### src/rtl/prof_ovh_bank.sv
module prof_ovh_bank #(
  parameter int CNT_W  = 8,
  parameter int RD_W   = 32,
  parameter int INSN_W = 2,
  parameter int ADDR_W = 32
) (
  input  logic              clk,
  input  logic              rst_n,
  input  logic              trace_en,
  input  logic              debug_ok,
  input  logic              halted,
  input  logic [INSN_W-1:0] insn_cnt,
  input  logic              lsu_busy,
  input  logic              exc_busy,
  input  logic              sleeping,
  input  logic [4:0]        en_mask,
  input  logic [4:0]        wr_en,
  input  logic [CNT_W-1:0]  wr_data,
  input  logic              pc_valid,
  input  logic [ADDR_W-1:0] pc_addr,
  output logic [RD_W-1:0]   cnt_ovh,
  output logic [RD_W-1:0]   cnt_exc,
  output logic [RD_W-1:0]   cnt_slp,
  output logic [RD_W-1:0]   cnt_lsu,
  output logic [RD_W-1:0]   cnt_fld,
  output logic [4:0]        ovf_pulse,
  output logic [ADDR_W-1:0] pc_sample
);
  localparam int NCNT = 5;

  logic [CNT_W-1:0] cnt_q [NCNT];
  logic [CNT_W:0]   sum   [NCNT];
  logic [CNT_W-1:0] amt   [NCNT];
  logic [NCNT-1:0]  qual;
  logic [NCNT-1:0]  ovf_q;
  logic [ADDR_W-1:0] pc_q;

  wire gate = trace_en & debug_ok;
  wire idle = (insn_cnt == '0);

  assign qual[0] = gate & en_mask[0] & idle & ~lsu_busy & ~exc_busy & ~sleeping;
  assign qual[1] = gate & en_mask[1] & idle & exc_busy;
  assign qual[2] = gate & en_mask[2] & idle & ~lsu_busy & ~exc_busy & sleeping;
  assign qual[3] = gate & en_mask[3] & idle & ~exc_busy & lsu_busy;
  assign qual[4] = gate & en_mask[4] & (insn_cnt >= INSN_W'(2));

  always_comb begin
    for (int i = 0; i < NCNT; i++) begin
      amt[i] = (i == 4) ? (CNT_W'(insn_cnt) - CNT_W'(1)) : CNT_W'(1);
      sum[i] = {1'b0, cnt_q[i]} + {1'b0, amt[i]};
    end
  end

  always_ff @(posedge clk or negedge rst_n) begin
    if (!rst_n) begin
      for (int i = 0; i < NCNT; i++) cnt_q[i] <= '0;
      ovf_q <= '0;
    end else begin
      for (int i = 0; i < NCNT; i++) begin
        if (wr_en[i]) begin
          cnt_q[i] <= wr_data;
          ovf_q[i] <= 1'b0;
        end else if (qual[i]) begin
          cnt_q[i] <= sum[i][CNT_W-1:0];
          ovf_q[i] <= sum[i][CNT_W];
        end else begin
          ovf_q[i] <= 1'b0;
        end
      end
    end
  end

  always_ff @(posedge clk or negedge rst_n) begin
    if (!rst_n)
      pc_q <= '1;
    else if (halted | ~gate | ~pc_valid)
      pc_q <= '1;
    else
      pc_q <= pc_addr & ~ADDR_W'(1);
  end

  assign cnt_ovh   = RD_W'(cnt_q[0]);
  assign cnt_exc   = RD_W'(cnt_q[1]);
  assign cnt_slp   = RD_W'(cnt_q[2]);
  assign cnt_lsu   = RD_W'(cnt_q[3]);
  assign cnt_fld   = RD_W'(cnt_q[4]);
  assign ovf_pulse = ovf_q;
  assign pc_sample = pc_q;

  AST_GATE_HOLD: assert property (@(posedge clk) disable iff (!rst_n)
    (!gate && wr_en == '0) |=> ($stable(cnt_ovh) && $stable(cnt_exc) && $stable(cnt_slp) && $stable(cnt_lsu) && $stable(cnt_fld)));
  AST_ONE_STALL_CAUSE: assert property (@(posedge clk) disable iff (!rst_n)
    (wr_en == '0) |=> ($countones({!$stable(cnt_ovh), !$stable(cnt_exc), !$stable(cnt_slp), !$stable(cnt_lsu)}) <= 1));
  AST_FOLD_IDLE: assert property (@(posedge clk) disable iff (!rst_n)
    (insn_cnt < INSN_W'(2) && !wr_en[4]) |=> $stable(cnt_fld));
  AST_OVF_AT_ZERO: assert property (@(posedge clk) disable iff (!rst_n)
    ovf_pulse[0] |-> (cnt_ovh == '0));
  AST_OVF_ONE_CYCLE: assert property (@(posedge clk) disable iff (!rst_n)
    (ovf_pulse[1] && !qual[1]) |=> !ovf_pulse[1]);
  AST_WRITE_WINS: assert property (@(posedge clk) disable iff (!rst_n)
    wr_en[0] |=> (cnt_ovh == RD_W'($past(wr_data)) && !ovf_pulse[0]));
  AST_UPPER_ZERO: assert property (@(posedge clk) disable iff (!rst_n)
    (cnt_fld[RD_W-1:CNT_W] == '0 && cnt_lsu[RD_W-1:CNT_W] == '0));
  AST_PC_SENTINEL: assert property (@(posedge clk) disable iff (!rst_n)
    (halted || !trace_en || !debug_ok || !pc_valid) |=> (pc_sample == '1));
  AST_PC_EVEN: assert property (@(posedge clk) disable iff (!rst_n)
    (pc_sample != '1) |-> (pc_sample[0] == 1'b0));
endmodule

### config.mk
export PLATFORM = sky130hd
export DESIGN_NAME = prof_ovh_bank
export DESIGN_NICKNAME = d
export VERILOG_FILES = /design/src/rtl/prof_ovh_bank.sv
export SDC_FILE = /design/constraint.sdc
export NUM_CORES = 1
export LEC_CHECK = 0
export CELL_PAD_IN_SITES_DETAIL_PLACEMENT = 2
export CELL_PAD_IN_SITES_GLOBAL_PLACEMENT = 2
export CORE_MARGIN = 10
export CORE_UTILIZATION = 38
export DETAILED_ROUTE_END_ITERATION = 10
export DONT_BUFFER_PORTS = 1
export HOLD_SLACK_MARGIN = 0.15
export PLACE_DENSITY = 0.87
export SLEW_MARGIN = 30
export SYNTH_ARGS = -nofsm -noshare
export SYNTH_HDL_FRONTEND = slang
export SYNTH_SLANG_ARGS = --single-unit
### constraint.sdc
create_clock -name clk -period 3.1 [get_ports clk]
set_input_delay 0.31 -clock clk [delete_from_list [all_inputs] [get_ports clk]]
set_output_delay 0.31 -clock clk [all_outputs]
set_load 0.02 [all_outputs]
==> impl_table.tex, run 1 <==
\begin{tabular}{lr}
\hline
Metric & Value \\
\hline
\multicolumn{2}{l}{\textbf{GRT}} \\
Largest net degree at the start of global routing & between 70 and 80 \\
Vias in the first global route & approximately 4400 \\
GRT Residual Overflow & 0 \\
First-pass GRT wire length & between 20 and 30 mm \\
Number of antenna violations at the first check in global routing & 2 \\
Total global-route track usage & between 20\% and 30\% \\
\multicolumn{2}{l}{\textbf{Yosys}} \\
Post-synthesis share of cell area spent on and, or, nand and nor gates & between 15 and 20\% \\
EDFF count, synth & 0 \\
Number of standard cells after synthesis & roughly 510 \\
Primary flip-flop cell chosen by synthesis mapping & sky130\_fd\_sc\_hd\_\_dfrtp\_1 \\
Adder-cell share of the synthesized area & between 2 and 3\% \\
Warning count from the yosys run & 0 \\
Seq cells post-synth & 77 \\
Sequential-to-total area share from yosys stat & approximately 41\% \\
Share of synthesized flip-flops with an asynchronous set or reset & 100.0\% \\
Netlist area before placement & approximately 4800 sq um \\
Synthesized area per cell & about 9.4 sq um \\
Post-Synth XOR/XNOR Area & 5.682\% \\
Largest family of logic cells by synthesized area & buffers and inverters \\
Proportion of synthesized area in mux cells & under 10\% \\
Complex-gate fraction of the synthesized area & 9.557\% \\
Library cells used by synthesis & between 50 and 60 \\
\multicolumn{2}{l}{\textbf{Power and ir drop}} \\
Pwr/cell area & 538.0 nW/um\^{}2 \\
Combinational share of power & between 15 and 20\% \\
Switching part of the total power & about a third \\
Internal power & approximately 1.9 mW \\
Clock share of power & between 30\% and 40\% \\
Total power of the final layout & 2.849 mW \\
Net switching power & about 0.97 mW \\
Max VDD drop & about 240 uV \\
Reg power frac & a little over two fifths \\
Leak pwr & roughly 2.3 nW \\
\multicolumn{2}{l}{\textbf{STA}} \\
Unrepaired setup endpoints after global routing & no \\
Fmax & 0.3569 GHz \\
Max-slew violation count & 0 \\
Post-Route Skew & $\sim$0.0095 ns \\
Final-report hold violation count & 0 \\
Setup TNS & 0 ns \\
Relative slew slack & between 40\% and 50\% \\
Final cycle utilization of the critical path & 90.39\% \\
Final Critical Period & 2.802 ns \\
Setup-failing EPs final & 0 \\
Actual transition at the worst max-transition pin & 0.8194 ns \\
\multicolumn{2}{l}{\textbf{Routing}} \\
Starting DRT DRC Count & roughly 180 \\
Total wirelength of the detailed-routed design & between 15 and 20 mm \\
Count of TritonRoute iterations in the first routing pass & 5 \\
Number of remaining DRC errors & 0 \\
Antenna-violating nets left & 0 \\
Vias & 3584 \\
Routed wire per std cell & 26.10 um \\
Via-per-instance ratio & $\sim$5.0 \\
\multicolumn{2}{l}{\textbf{Floorplanning}} \\
Initial core utilization & about two fifths \\
Floorplan die height & around 130 um \\
I/O pin total & 258 \\
Area of the die & about 17000 sq um \\
Placement row count & 40 \\
Core Region & between 10000 and 15000 sq um \\
Width of the chip & around 130 um \\
\multicolumn{2}{l}{\textbf{Clocking}} \\
CTS tree & done \\
Number of buffers created by CTS & 9 \\
CTS max path bufs & 2 \\
H-tree depth reported by CTS & 3 \\
Clock insertion delay at the later pin of the skew report & $\sim$0.35 ns \\
Clk slew on worst S/H paths & $\sim$0.06 ns \\
Post-CTS Setup Bufs & 0 \\
Sinks on the clock net & 77 \\
Clock tree root buffer cell & sky130\_fd\_sc\_hd\_\_clkbuf\_16 \\
\multicolumn{2}{l}{\textbf{Hold path}} \\
Worst hold path stage count & 2 \\
Worst min-delay path category & primary input to flop \\
\multicolumn{2}{l}{\textbf{Final layout}} \\
Synthesis-to-layout area growth & 10.81\% \\
Post-route non-filler standard cell count & between 700 and 800 \\
Share of layout cells above drive strength 1 & between 10\% and 20\% \\
Net count reported at finish & slightly above 600 \\
\multicolumn{2}{l}{\textbf{Placed design}} \\
Final Wtd Congestion & between 0.7 and 0.8 \\
Sum of net half-perimeters after detailed placement & 11.71 mm \\
Total of buffers placed on input and output ports & 0 \\
Total placed cells including tap cells & 658 \\
\multicolumn{2}{l}{\textbf{Critical path}} \\
Required time at the endpoint of the critical path & 3.33 ns \\
Setup CP Type & flop to flop \\
Launching element type of the critical path & flop \\
Data arrival, critical path & 3.03 ns \\
Critical Path End Type & flop \\
CP max FO & 4 \\
R2R cell count & 7 \\
\multicolumn{2}{l}{\textbf{Run}} \\
Number of max-cap violations & 0 \\
\multicolumn{2}{l}{\textbf{Outcome}} \\
Status & complete, no violations \\
\hline
\end{tabular}
power by group through the flow:
stage	combinational, mW	clock, mW	sequential, mW
global route	0.515	1.19	1.26
finish	0.469	1.13	1.25
detailed placement	0.337	0	1.26
floorplan	0.437	0	1.20
CTS	0.442	1.11	1.24
global placement	0.318	0	1.25
cells in the final DEF (no fill, tap or decap), types with 3 or more instances in the layout:
cell type / count
sky130_fd_sc_hd__nand2_1: 57
sky130_fd_sc_hd__buf_4: 3
sky130_fd_sc_hd__dfstp_2: 32
sky130_fd_sc_hd__dlygate4sd3_1: 47
sky130_fd_sc_hd__dfrtp_1: 45
sky130_fd_sc_hd__o31ai_1: 3
sky130_fd_sc_hd__xnor2_1: 15
sky130_fd_sc_hd__ha_1: 9
sky130_fd_sc_hd__o21ai_1: 36
sky130_fd_sc_hd__mux2i_1: 7
sky130_fd_sc_hd__nor2_1: 10
sky130_fd_sc_hd__a21oi_1: 6
sky130_fd_sc_hd__o21ai_0: 5
sky130_fd_sc_hd__or2_2: 30
sky130_fd_sc_hd__inv_1: 13
sky130_fd_sc_hd__nand4_1: 12
sky130_fd_sc_hd__nand3_1: 7
sky130_fd_sc_hd__and3_1: 5
sky130_fd_sc_hd__conb_1: 120
sky130_fd_sc_hd__xor2_1: 16
sky130_fd_sc_hd__nor4_1: 5
sky130_fd_sc_hd__a31oi_1: 3
sky130_fd_sc_hd__nor3_1: 8
sky130_fd_sc_hd__clkbuf_16: 11
final timing paths:
kind	slack (ns)	startpoint	endpoint
max in group asynchronous	2.19	rst_n	pc_sample[24]
worst min register to register	0.69	cnt_slp[7]	ovf_pulse[2]
worst max register to register	0.30	cnt_fld[0]	ovf_pulse[4]
min in group asynchronous	0.55	rst_n	ovf_pulse[2]
worst max-delay path	0.30	cnt_fld[0]	ovf_pulse[4]
worst min-delay path	0.17	wr_data[5]	cnt_fld[5]
cells in the mapped netlist (all sizes together) (2+ instances only):
cell type,instances,area (sq um)
a211oi,2,20.02
a31oi,3,18.77
a21oi,6,30.03
nor4b,3,41.29
o31ai,3,22.52
or2,32,200.2
dfstp,32,840.8
buf,127,939.7
nor4,5,31.28
xnor2,15,131.4
nor3,9,50.05
nand4,12,75.07
nand3,7,35.03
nand3b,2,15.01
xor2,16,140.1
a31o,2,17.52
inv,13,48.80
and3,5,31.28
nand2,57,214.0
o21ai,41,205.2
or4,2,15.01
and2,2,12.51
nor2,10,37.54
clkbuf,11,41.29
a311o,2,20.02
a22oi,2,15.01
mux2i,7,70.07
nand2b,2,12.51
dfrtp,45,1126
nand4b,2,17.52
ha,9,112.6
flip-flops by register name, indices dropped and copies added, names as in the netlist:
name,cells
cnt_ovh,8
ovf_pulse,5
cnt_fld,8
cnt_lsu,8
cnt_exc,8
cnt_slp,8
pc_sample,32
critical path: stages, from the launching register on:
cell and delay (ns):
sky130_fd_sc_hd__dfrtp_1 0.51, sky130_fd_sc_hd__ha_1 0.28, sky130_fd_sc_hd__fa_1 0.30, sky130_fd_sc_hd__a21oi_1 0.12
sky130_fd_sc_hd__nor4b_1 0.67, sky130_fd_sc_hd__o31ai_1 0.20, sky130_fd_sc_hd__a31o_1 0.25, sky130_fd_sc_hd__a2111oi_2 0.35
routing by layer:
layer,vias to the layer above,track usage (%),part of all wire [%]
li1,1543,-,-
met1,1809,20.34,34
met2,202,37.95,52
met3,30,9.794,11
met4,0,9.085,3.1
met5,-,0,0
cell type report:
cell class,count,area (sq um)
clock inverters,3,22.52
fillers,1325,6867
clock buffers,13,292.8
inverters,14,52.55
well taps,168,210.2
flip-flops and latches,77,1967
multi-input cells,396,2225
repair buffers,51,520.5
diodes,2,5.005
cells by family after synthesis:
family                   count (synthesis)
AO/OA/AOI/OAI                           72
XOR/XNOR                                31
adder cells (fa/ha/maj)                 10
buffers and inverters                  152
flip-flops                              77
multiplexers                             8
other                                    1
AND/OR/NAND/NOR                        155
per-stage QoR:
| stage | setup WS, ns | hold WS (ns) | instance area, sq um | util, % |
|---|---|---|---|---|
| 6_report | 0.2978 | 0.1727 | 5295 | 43.54 |
| 5_1_grt | 0.04762 | 0.1794 | 5295 | 43.54 |
| 4_1_cts | 0.3532 | 0.1594 | 5290 | 43.50 |
| 3_5_place_dp | 0.3917 | 0.01692 | 4477 | 36.81 |
| 3_3_place_gp | 0.5885 | 0.01681 | 4477 | 36.81 |
| 2_1_floorplan | 0.7487 | 0.01441 | 5225 | - |
repair_timing:
action | CTS | global route
hold endpoints to repair | 149 | 0
resized for setup | 0 | 0
hold buffers | 48 | 0
Note: power is estimated with default switching activity, not from simulation.
==> run 2, diff against run 1 <==
CORE_UTILIZATION = 35   (was 38)
PLACE_DENSITY = 0.81   (was 0.87)
clock period = 2.7 ns   (was 3.1 ns; I/O delays follow)
==> run 2 against run 1 <==
Against the previous run:
- hold slack about the same
- critical path depth fell by 1
- global-route usage decreased by 4.3 points
- maximum frequency increased by 16%
- setup slack lost 0.022 ns
- design area grew 0.33%
- utilization down 3.6 points
- critical path type unchanged
- highest routed layer is now met5
==> impl_table.tex, run 2 (same netlist as run 1, synthesis figures left out) <==
\begin{tabular}{lr}
\hline
Metric & Value \\
\hline
\multicolumn{2}{l}{\textbf{Final layout}} \\
Net count reported at finish & 626 (was 620) \\
Number of fill cells & 1468 (was 1325) \\
Share of the core filled with cells & 39.96\% (was 43.54\%) \\
Synthesis-to-layout area growth & 11.18\% (was 10.81\%) \\
Commonest cells after routing, fill and taps aside & sky130\_fd\_sc\_hd\_\_conb\_1, sky130\_fd\_sc\_hd\_\_nand2\_1, sky130\_fd\_sc\_hd\_\_dlygate4sd3\_1 (unchanged) \\
Flip-flop count of the largest register after layout & 32 (unchanged) \\
Share of layout cells above drive strength 1 & 17.14\% (was 15.88\%) \\
Area of all placed cells without fillers & 5313 sq um (was 5295 sq um) \\
Post-route non-filler standard cell count & 737 (was 724) \\
Leading cell type in the layout, fill and taps excluded & sky130\_fd\_sc\_hd\_\_conb\_1 (unchanged) \\
\multicolumn{2}{l}{\textbf{Critical path}} \\
Launching element type of the critical path & flop (unchanged) \\
Critical Path End Type & flop (unchanged) \\
Data arrival, critical path & 2.65 ns (was 3.03 ns) \\
Setup CP Type & flop to flop (unchanged) \\
Required time at the endpoint of the critical path & 2.93 ns (was 3.33 ns) \\
CP max FO & 4 (unchanged) \\
\multicolumn{2}{l}{\textbf{Power and ir drop}} \\
Internal power & 2.035 mW (was 1.874 mW) \\
Switching part of the total power & 34.67\% (was 34.22\%) \\
Combinational share of power & 17.6\% (was 16.5\%) \\
Pwr/cell area & 586.2 nW/um\^{}2 (was 538.0 nW/um\^{}2) \\
Leak pwr & 2.304 nW (was 2.287 nW) \\
Reg power frac & 45.2\% (was 43.8\%) \\
Clock share of power & 37.2\% (was 39.7\%) \\
Net switching power & 1.080 mW (was 0.9747 mW) \\
Total power of the final layout & 3.114 mW (was 2.849 mW) \\
Max VDD drop & 297.4 uV (was 237.9 uV) \\
\multicolumn{2}{l}{\textbf{Clocking}} \\
CTS tree & done (unchanged) \\
Number of buffers created by CTS & 9 (unchanged) \\
Number of gates resized after cts & 0 (unchanged) \\
Post-CTS Setup Bufs & 0 (unchanged) \\
Hold buffers post-CTS & 47 (was 48) \\
H-tree depth reported by CTS & 3 (unchanged) \\
Clock insertion delay at the later pin of the skew report & 0.33 ns (was 0.35 ns) \\
CTS max path bufs & 2 (unchanged) \\
Clk slew on worst S/H paths & 0.06 ns (about the same) \\
Sinks on the clock net & 77 (unchanged) \\
Clock tree root buffer cell & sky130\_fd\_sc\_hd\_\_clkbuf\_16 (unchanged) \\
\multicolumn{2}{l}{\textbf{Placed design}} \\
Post-Place Worst Slack & 0.1238 ns (was 0.3917 ns) \\
Sum of net half-perimeters after detailed placement & 11.68 mm (was 11.71 mm) \\
Total placed cells including tap cells & 673 (was 658) \\
Final Wtd Congestion & 0.7901 (was 0.7810) \\
Instance area at placement & 4539 sq um (was 4477 sq um) \\
Total of buffers placed on input and output ports & 0 (unchanged) \\
\multicolumn{2}{l}{\textbf{STA}} \\
Relative slew slack & 56.77\% (was 45.37\%) \\
Final Critical Period & 2.424 ns (was 2.802 ns) \\
Final-report hold violation count & 0 (unchanged) \\
Setup-failing EPs final & 0 (unchanged) \\
Fmax & 0.4125 GHz (was 0.3569 GHz) \\
Actual transition at the worst max-transition pin & 0.6463 ns (was 0.8194 ns) \\
Worst Setup Slack, final & 0.2757 ns (was 0.2978 ns) \\
Max-slew violation count & 0 (unchanged) \\
Unrepaired setup endpoints after global routing & no (unchanged) \\
Worst slack on hold paths & 0.1730 ns (was 0.1727 ns) \\
Setup TNS & 0 ns (unchanged) \\
Post-Route Skew & 0.004809 ns (was 0.009475 ns) \\
Final cycle utilization of the critical path & 89.79\% (was 90.39\%) \\
\multicolumn{2}{l}{\textbf{Run}} \\
Number of max-cap violations & 0 (unchanged) \\
\multicolumn{2}{l}{\textbf{GRT}} \\
Number of antenna violations at the first check in global routing & 2 (unchanged) \\
First-pass GRT wire length & 24.41 mm (was 28.25 mm) \\
Total global-route track usage & 16.90\% (was 21.17\%) \\
Vias in the first global route & 4120 (was 4385) \\
Largest net degree at the start of global routing & 78 (unchanged) \\
GRT Residual Overflow & 0 (unchanged) \\
\multicolumn{2}{l}{\textbf{Routing}} \\
Total wirelength of the detailed-routed design & 16.28 mm (was 18.89 mm) \\
Routed wire per std cell & 22.09 um (was 26.10 um) \\
Vias & 3522 (was 3584) \\
Count of TritonRoute iterations in the first routing pass & 4 (was 5) \\
Starting DRT DRC Count & 151 (was 178) \\
Antenna-violating nets left & 0 (unchanged) \\
Via-per-instance ratio & 4.779 (was 4.950) \\
Number of remaining DRC errors & 0 (unchanged) \\
\multicolumn{2}{l}{\textbf{Floorplanning}} \\
I/O pin total & 258 (unchanged) \\
Floorplan die height & 136.8 um (was 132.1 um) \\
Initial core utilization & 35.94\% (was 39.29\%) \\
Area of the die & 18730 sq um (was 17460 sq um) \\
Placement row count & 42 (was 40) \\
Core Region & 13300 sq um (was 12160 sq um) \\
Width of the chip & 136.8 um (was 132.1 um) \\
\multicolumn{2}{l}{\textbf{Outcome}} \\
Status & complete, no violations (unchanged) \\
\multicolumn{2}{l}{\textbf{Hold path}} \\
Worst min-delay path category & primary input to flop (unchanged) \\
\hline
\end{tabular}
## run 2: cell type report
class	instances	area [sq um]	share of cell area (%)
repair buffers	57	563.0	10.60
flip-flops and latches	77	1967	37.02
diodes	1	2.502	0.04710
clock buffers	9	225.2	4.239
clock inverters	7	57.56	1.083
well taps	176	220.2	4.145
inverters	14	52.55	0.9892
multi-input cells	396	2225	41.87
## run 2: worst paths after layout
kind                                 start            end  slack, ns  cells past startpoint
worst max-delay path            cnt_fld[1]   ovf_pulse[4]       0.28                      6
min in group asynchronous            rst_n     cnt_slp[6]       0.51                      2
max in group asynchronous            rst_n  pc_sample[12]       1.82                      2
worst min register to register  cnt_slp[7]   ovf_pulse[2]       0.67                      2
worst max register to register  cnt_fld[1]   ovf_pulse[4]       0.28                      6
worst min-delay path              wr_en[4]     cnt_fld[5]       0.17                      3
## run 2: critical path, cell delays in order, from the launching register on
cell	delay [ns]
sky130_fd_sc_hd__dfrtp_1	0.53
sky130_fd_sc_hd__fa_1	0.36
sky130_fd_sc_hd__or3b_1	0.39
sky130_fd_sc_hd__a211oi_2	0.32
sky130_fd_sc_hd__o31ai_1	0.14
sky130_fd_sc_hd__a31o_1	0.23
sky130_fd_sc_hd__a2111oi_2	0.34
## run 2: layer usage
layer / vias up / GRT usage [%] / wire length [um]
met5: - / 0 / 13
met4: 2 / 4.742 / 247
met3: 17 / 7.148 / 1704
met2: 183 / 30.04 / 8391
met1: 1765 / 17.90 / 5923
li1: 1555 / - / -
## run 2: power groups by stage
stage / combinational (mW) / sequential [mW] / clock, mW
2_1_floorplan: 0.502 / 1.38 / 0
3_3_place_gp: 0.399 / 1.42 / 0
3_5_place_dp: 0.419 / 1.43 / 0
4_1_cts: 0.539 / 1.41 / 1.18
5_1_grt: 0.610 / 1.42 / 1.24
6_report: 0.549 / 1.41 / 1.16
==> run 3, diff against run 2 <==
ABC_AREA = 1   (was default)
CORE_UTILIZATION = 34   (was 35)
SETUP_SLACK_MARGIN = 0.5   (was default)
==> run 3 against run 2 <==
Against the previous run:
- critical path type unchanged
- cell count is 9.6% higher
- utilization is 1.3 points lower
- sequential share of layout area is 0.23 points lower
- synthesized cell count is 13% higher
- die area is 2.7% higher
- highest routed layer is now met4
- first-iteration DRC count is 22% higher
- setup slack better by 0.66 ns
==> impl_table.tex, run 3 <==
\begin{tabular}{lr}
\hline
Metric & Value \\
\hline
\multicolumn{2}{l}{\textbf{STA}} \\
Fmax & 0.5683 GHz (was 0.4125 GHz) \\
Final Critical Period & 1.760 ns (was 2.424 ns) \\
Final-report hold violation count & 0 (unchanged) \\
Setup-failing EPs final & 0 (unchanged) \\
Unrepaired setup endpoints after global routing & no (unchanged) \\
Worst Setup Slack, final & 0.9403 ns (was 0.2757 ns) \\
Post-Route Skew & 0.004405 ns (was 0.004809 ns) \\
Final cycle utilization of the critical path & 65.17\% (was 89.79\%) \\
Max-slew violation count & 0 (unchanged) \\
Actual transition at the worst max-transition pin & 0.7481 ns (was 0.6463 ns) \\
Setup TNS & 0 ns (unchanged) \\
Relative slew slack & 50.07\% (was 56.77\%) \\
\multicolumn{2}{l}{\textbf{Yosys}} \\
Cells taking the most area after synthesis & sky130\_fd\_sc\_hd\_\_dfrtp\_1, sky130\_fd\_sc\_hd\_\_buf\_4, sky130\_fd\_sc\_hd\_\_dfstp\_2 (unchanged) \\
Area fraction of the dominant cell type after synthesis & 23.50\% (was 23.57\%) \\
Library cells used by synthesis & 33 (was 59) \\
Sequential-to-total area share from yosys stat & 41.06\% (was 41.16\%) \\
Share of synthesized flip-flops with an asynchronous set or reset & 100.0\% (unchanged) \\
Top-count cell post-synth & sky130\_fd\_sc\_hd\_\_nand2\_1 (was sky130\_fd\_sc\_hd\_\_buf\_4) \\
Number of standard cells after synthesis & 572 (was 506) \\
Primary flip-flop cell chosen by synthesis mapping & sky130\_fd\_sc\_hd\_\_dfrtp\_1 (unchanged) \\
Leading cell types by count after synthesis & sky130\_fd\_sc\_hd\_\_nand2\_1, sky130\_fd\_sc\_hd\_\_buf\_4, sky130\_fd\_sc\_hd\_\_nand3\_1 (was sky130\_fd\_sc\_hd\_\_buf\_4, sky130\_fd\_sc\_hd\_\_nand2\_1, sky130\_fd\_sc\_hd\_\_dfrtp\_1) \\
Seq cells post-synth & 77 (unchanged) \\
Most area-hungry cell type in the Yosys netlist & sky130\_fd\_sc\_hd\_\_dfrtp\_1 (unchanged) \\
EDFF count, synth & 0 (unchanged) \\
Synthesized area per cell & 8.376 sq um (was 9.443 sq um) \\
Warning count from the yosys run & 0 (unchanged) \\
Netlist area before placement & 4791 sq um (was 4778 sq um) \\
\multicolumn{2}{l}{\textbf{Floorplanning}} \\
Core Region & 13830 sq um (was 13300 sq um) \\
I/O pin total & 258 (unchanged) \\
Floorplan die height & 138.7 um (was 136.8 um) \\
Initial core utilization & 34.65\% (was 35.94\%) \\
Placement row count & 43 (was 42) \\
Area of the die & 19240 sq um (was 18730 sq um) \\
Width of the chip & 138.7 um (was 136.8 um) \\
\multicolumn{2}{l}{\textbf{Clocking}} \\
Post-CTS Setup Bufs & 0 (unchanged) \\
CTS max path bufs & 2 (unchanged) \\
CTS tree & done (unchanged) \\
Clock insertion delay at the later pin of the skew report & 0.34 ns (was 0.33 ns) \\
Clock tree root buffer cell & sky130\_fd\_sc\_hd\_\_clkbuf\_16 (unchanged) \\
Number of buffers created by CTS & 9 (unchanged) \\
H-tree depth reported by CTS & 3 (unchanged) \\
Clk slew on worst S/H paths & 0.06 ns (about the same) \\
Sinks on the clock net & 77 (unchanged) \\
\multicolumn{2}{l}{\textbf{Power and ir drop}} \\
Max VDD drop & 333.4 uV (was 297.4 uV) \\
Pwr/cell area & 605.2 nW/um\^{}2 (was 586.2 nW/um\^{}2) \\
Leak pwr & 2.539 nW (was 2.304 nW) \\
\multicolumn{2}{l}{\textbf{Placed design}} \\
Total of buffers placed on input and output ports & 0 (unchanged) \\
Instance area at placement & 4541 sq um (was 4539 sq um) \\
Total placed cells including tap cells & 745 (was 673) \\
Post-Place Worst Slack & 0.7253 ns (was 0.1238 ns) \\
Sum of net half-perimeters after detailed placement & 12.31 mm (was 11.68 mm) \\
Final Wtd Congestion & 0.8402 (was 0.7901) \\
\multicolumn{2}{l}{\textbf{Run}} \\
Number of max-cap violations & 0 (unchanged) \\
\multicolumn{2}{l}{\textbf{Final layout}} \\
Synthesis-to-layout area growth & 11.57\% (was 11.18\%) \\
Flip-flop count of the largest register after layout & 32 (unchanged) \\
Commonest cells after routing, fill and taps aside & sky130\_fd\_sc\_hd\_\_nand2\_1, sky130\_fd\_sc\_hd\_\_conb\_1, sky130\_fd\_sc\_hd\_\_nand3\_1 (was sky130\_fd\_sc\_hd\_\_conb\_1, sky130\_fd\_sc\_hd\_\_nand2\_1, sky130\_fd\_sc\_hd\_\_dlygate4sd3\_1) \\
Final antenna diode count & 0 (was 1) \\
Leading cell type in the layout, fill and taps excluded & sky130\_fd\_sc\_hd\_\_nand2\_1 (was sky130\_fd\_sc\_hd\_\_conb\_1) \\
Share of layout cells above drive strength 1 & 13.69\% (was 17.14\%) \\
Post-route non-filler standard cell count & 808 (was 737) \\
Area of all placed cells without fillers & 5345 sq um (was 5313 sq um) \\
Net count reported at finish & 694 (was 626) \\
Share of the core filled with cells & 38.66\% (was 39.96\%) \\
\multicolumn{2}{l}{\textbf{Routing}} \\
Routed wire per std cell & 20.88 um (was 22.09 um) \\
Number of remaining DRC errors & 0 (unchanged) \\
Starting DRT DRC Count & 184 (was 151) \\
Vias & 3716 (was 3522) \\
Antenna-violating nets left & 0 (unchanged) \\
Count of TritonRoute iterations in the first routing pass & 4 (unchanged) \\
Total wirelength of the detailed-routed design & 16.87 mm (was 16.28 mm) \\
Via-per-instance ratio & 4.599 (was 4.779) \\
\multicolumn{2}{l}{\textbf{Critical path}} \\
Launching element type of the critical path & flop (unchanged) \\
CP max FO & 5 (was 4) \\
Worst path most repeated cell & sky130\_fd\_sc\_hd\_\_nand2\_1 \\
CP Buf/Inv Count & 0 (unchanged) \\
Data arrival, critical path & 1.98 ns (was 2.65 ns) \\
Required time at the endpoint of the critical path & 2.92 ns (was 2.93 ns) \\
Critical path's largest stage delay & 0.55 ns (was 0.53 ns) \\
Critical-path cell with the highest stage delay & sky130\_fd\_sc\_hd\_\_dfrtp\_1 (unchanged) \\
CP Cell Sequence & ha\_1, nand2\_1, nor3b\_1, nand2\_1, xor2\_1, a21oi\_1 (was fa\_1, or3b\_1, a211oi\_2, o31ai\_1, a31o\_1, a2111oi\_2) \\
Setup CP Type & flop to flop (unchanged) \\
Category of cells accounting for the largest share of critical-path delay & flip-flops (was compound AO/OA/AOI/OAI gates) \\
Critical Path End Type & flop (unchanged) \\
\multicolumn{2}{l}{\textbf{Outcome}} \\
Status & complete, no violations (unchanged) \\
\multicolumn{2}{l}{\textbf{GRT}} \\
Vias in the first global route & 4418 (was 4120) \\
Number of antenna violations at the first check in global routing & 0 (was 2) \\
Largest net degree at the start of global routing & 78 (unchanged) \\
GRT Residual Overflow & 0 (unchanged) \\
First-pass GRT wire length & 26.27 mm (was 24.41 mm) \\
Total global-route track usage & 17.16\% (was 16.90\%) \\
\multicolumn{2}{l}{\textbf{Hold path}} \\
Worst min-delay path category & primary input to flop (unchanged) \\
\hline
\end{tabular}
-- run 3: cell types whose count changed in the layout (fill, tap and decap cells not counted), sizes merged, moves of 6 or more --
cell	delta
nand2	+74
nand3	+52
o21ai	-30
inv	+20
nor2	+18
nand4	-11
xnor2	-9
buf	-8
mux2i	-7
nor3	-7
o221ai	+6
-- run 3: per-stage QoR --
step | power [mW] | hold WS, ns
CTS | 3.270 | 0.1554
global route | 3.427 | 0.1846
global placement | 1.844 | -0.02307
finish | 3.235 | 0.1613
floorplan | 1.899 | -0.02559
detailed placement | 1.870 | -0.02299
-- run 3: power breakdown --
part | total (mW) | leakage (nW) | switching, mW | internal (mW)
Combinational | 0.538 | 1.49 | 0.377 | 0.161
Sequential | 1.42 | 0.890 | 0.195 | 1.23
Clock | 1.27 | 0.159 | 0.491 | 0.783
Total | 3.23 | 2.54 | 1.06 | 2.17
-- run 3: worst register-to-register path, delay by kind of cell, from the launching register on --
kind / cells / cell delay [ns]
compound gates: 1 / 0.10
simple gates: 3 / 0.51
fa+ha+maj: 1 / 0.29
xor+xnor: 1 / 0.19
flops: 1 / 0.55
-- run 3: final timing paths --
kind | start | endpoint | slack [ns] | depth (start not counted)
worst max-delay path | cnt_exc[0] | cnt_exc[6] | 0.94 | 6
worst max register to register | cnt_exc[0] | cnt_exc[6] | 0.94 | 6
worst min register to register | cnt_exc[7] | ovf_pulse[1] | 0.67 | 2
min in group asynchronous | rst_n | cnt_fld[6] | 0.47 | 2
max in group asynchronous | rst_n | pc_sample[21] | 1.85 | 2
worst min-delay path | wr_en[0] | cnt_ovh[0] | 0.16 | 3
-- run 3: cells by family (layout without fill, tap and decap cells) --
logic type,Yosys count,count (layout),synth area share (%)
AND/OR/NAND/NOR,257,257,24.16
other,1,120,0.07827
buffers and inverters,168,105,22.70
adder cells (fa/ha/maj),10,10,2.768
XOR/XNOR,27,27,4.936
AO/OA/AOI/OAI,32,32,4.309
flip-flops,77,77,41.06
-- run 3: cell type report --
class | count | area [sq um]
Inverter | 40 | 150.1
Clock inverter | 2 | 10.01
Sequential cell | 77 | 1967
Clock buffer | 14 | 306.5
Timing Repair Buffer | 49 | 503.0
Multi-Input combinational cell | 446 | 2183
Tap cell | 180 | 225.2
Fill cell | 1563 | 8482
-- run 3: repair_timing --
action / in CTS / in global routing
resized for setup: 0 / 0
endpoints found under the setup margin: 0 / 0
hold buffers: 47 / 0
endpoints found under the hold margin: 136 / 0
-- run 3: layer usage --
metal	part of all wire [%]	GRT usage, %
met4	1.8	4.613
met5	0	0
met3	9.4	7.637
met1	37	18.10
met2	52	30.37
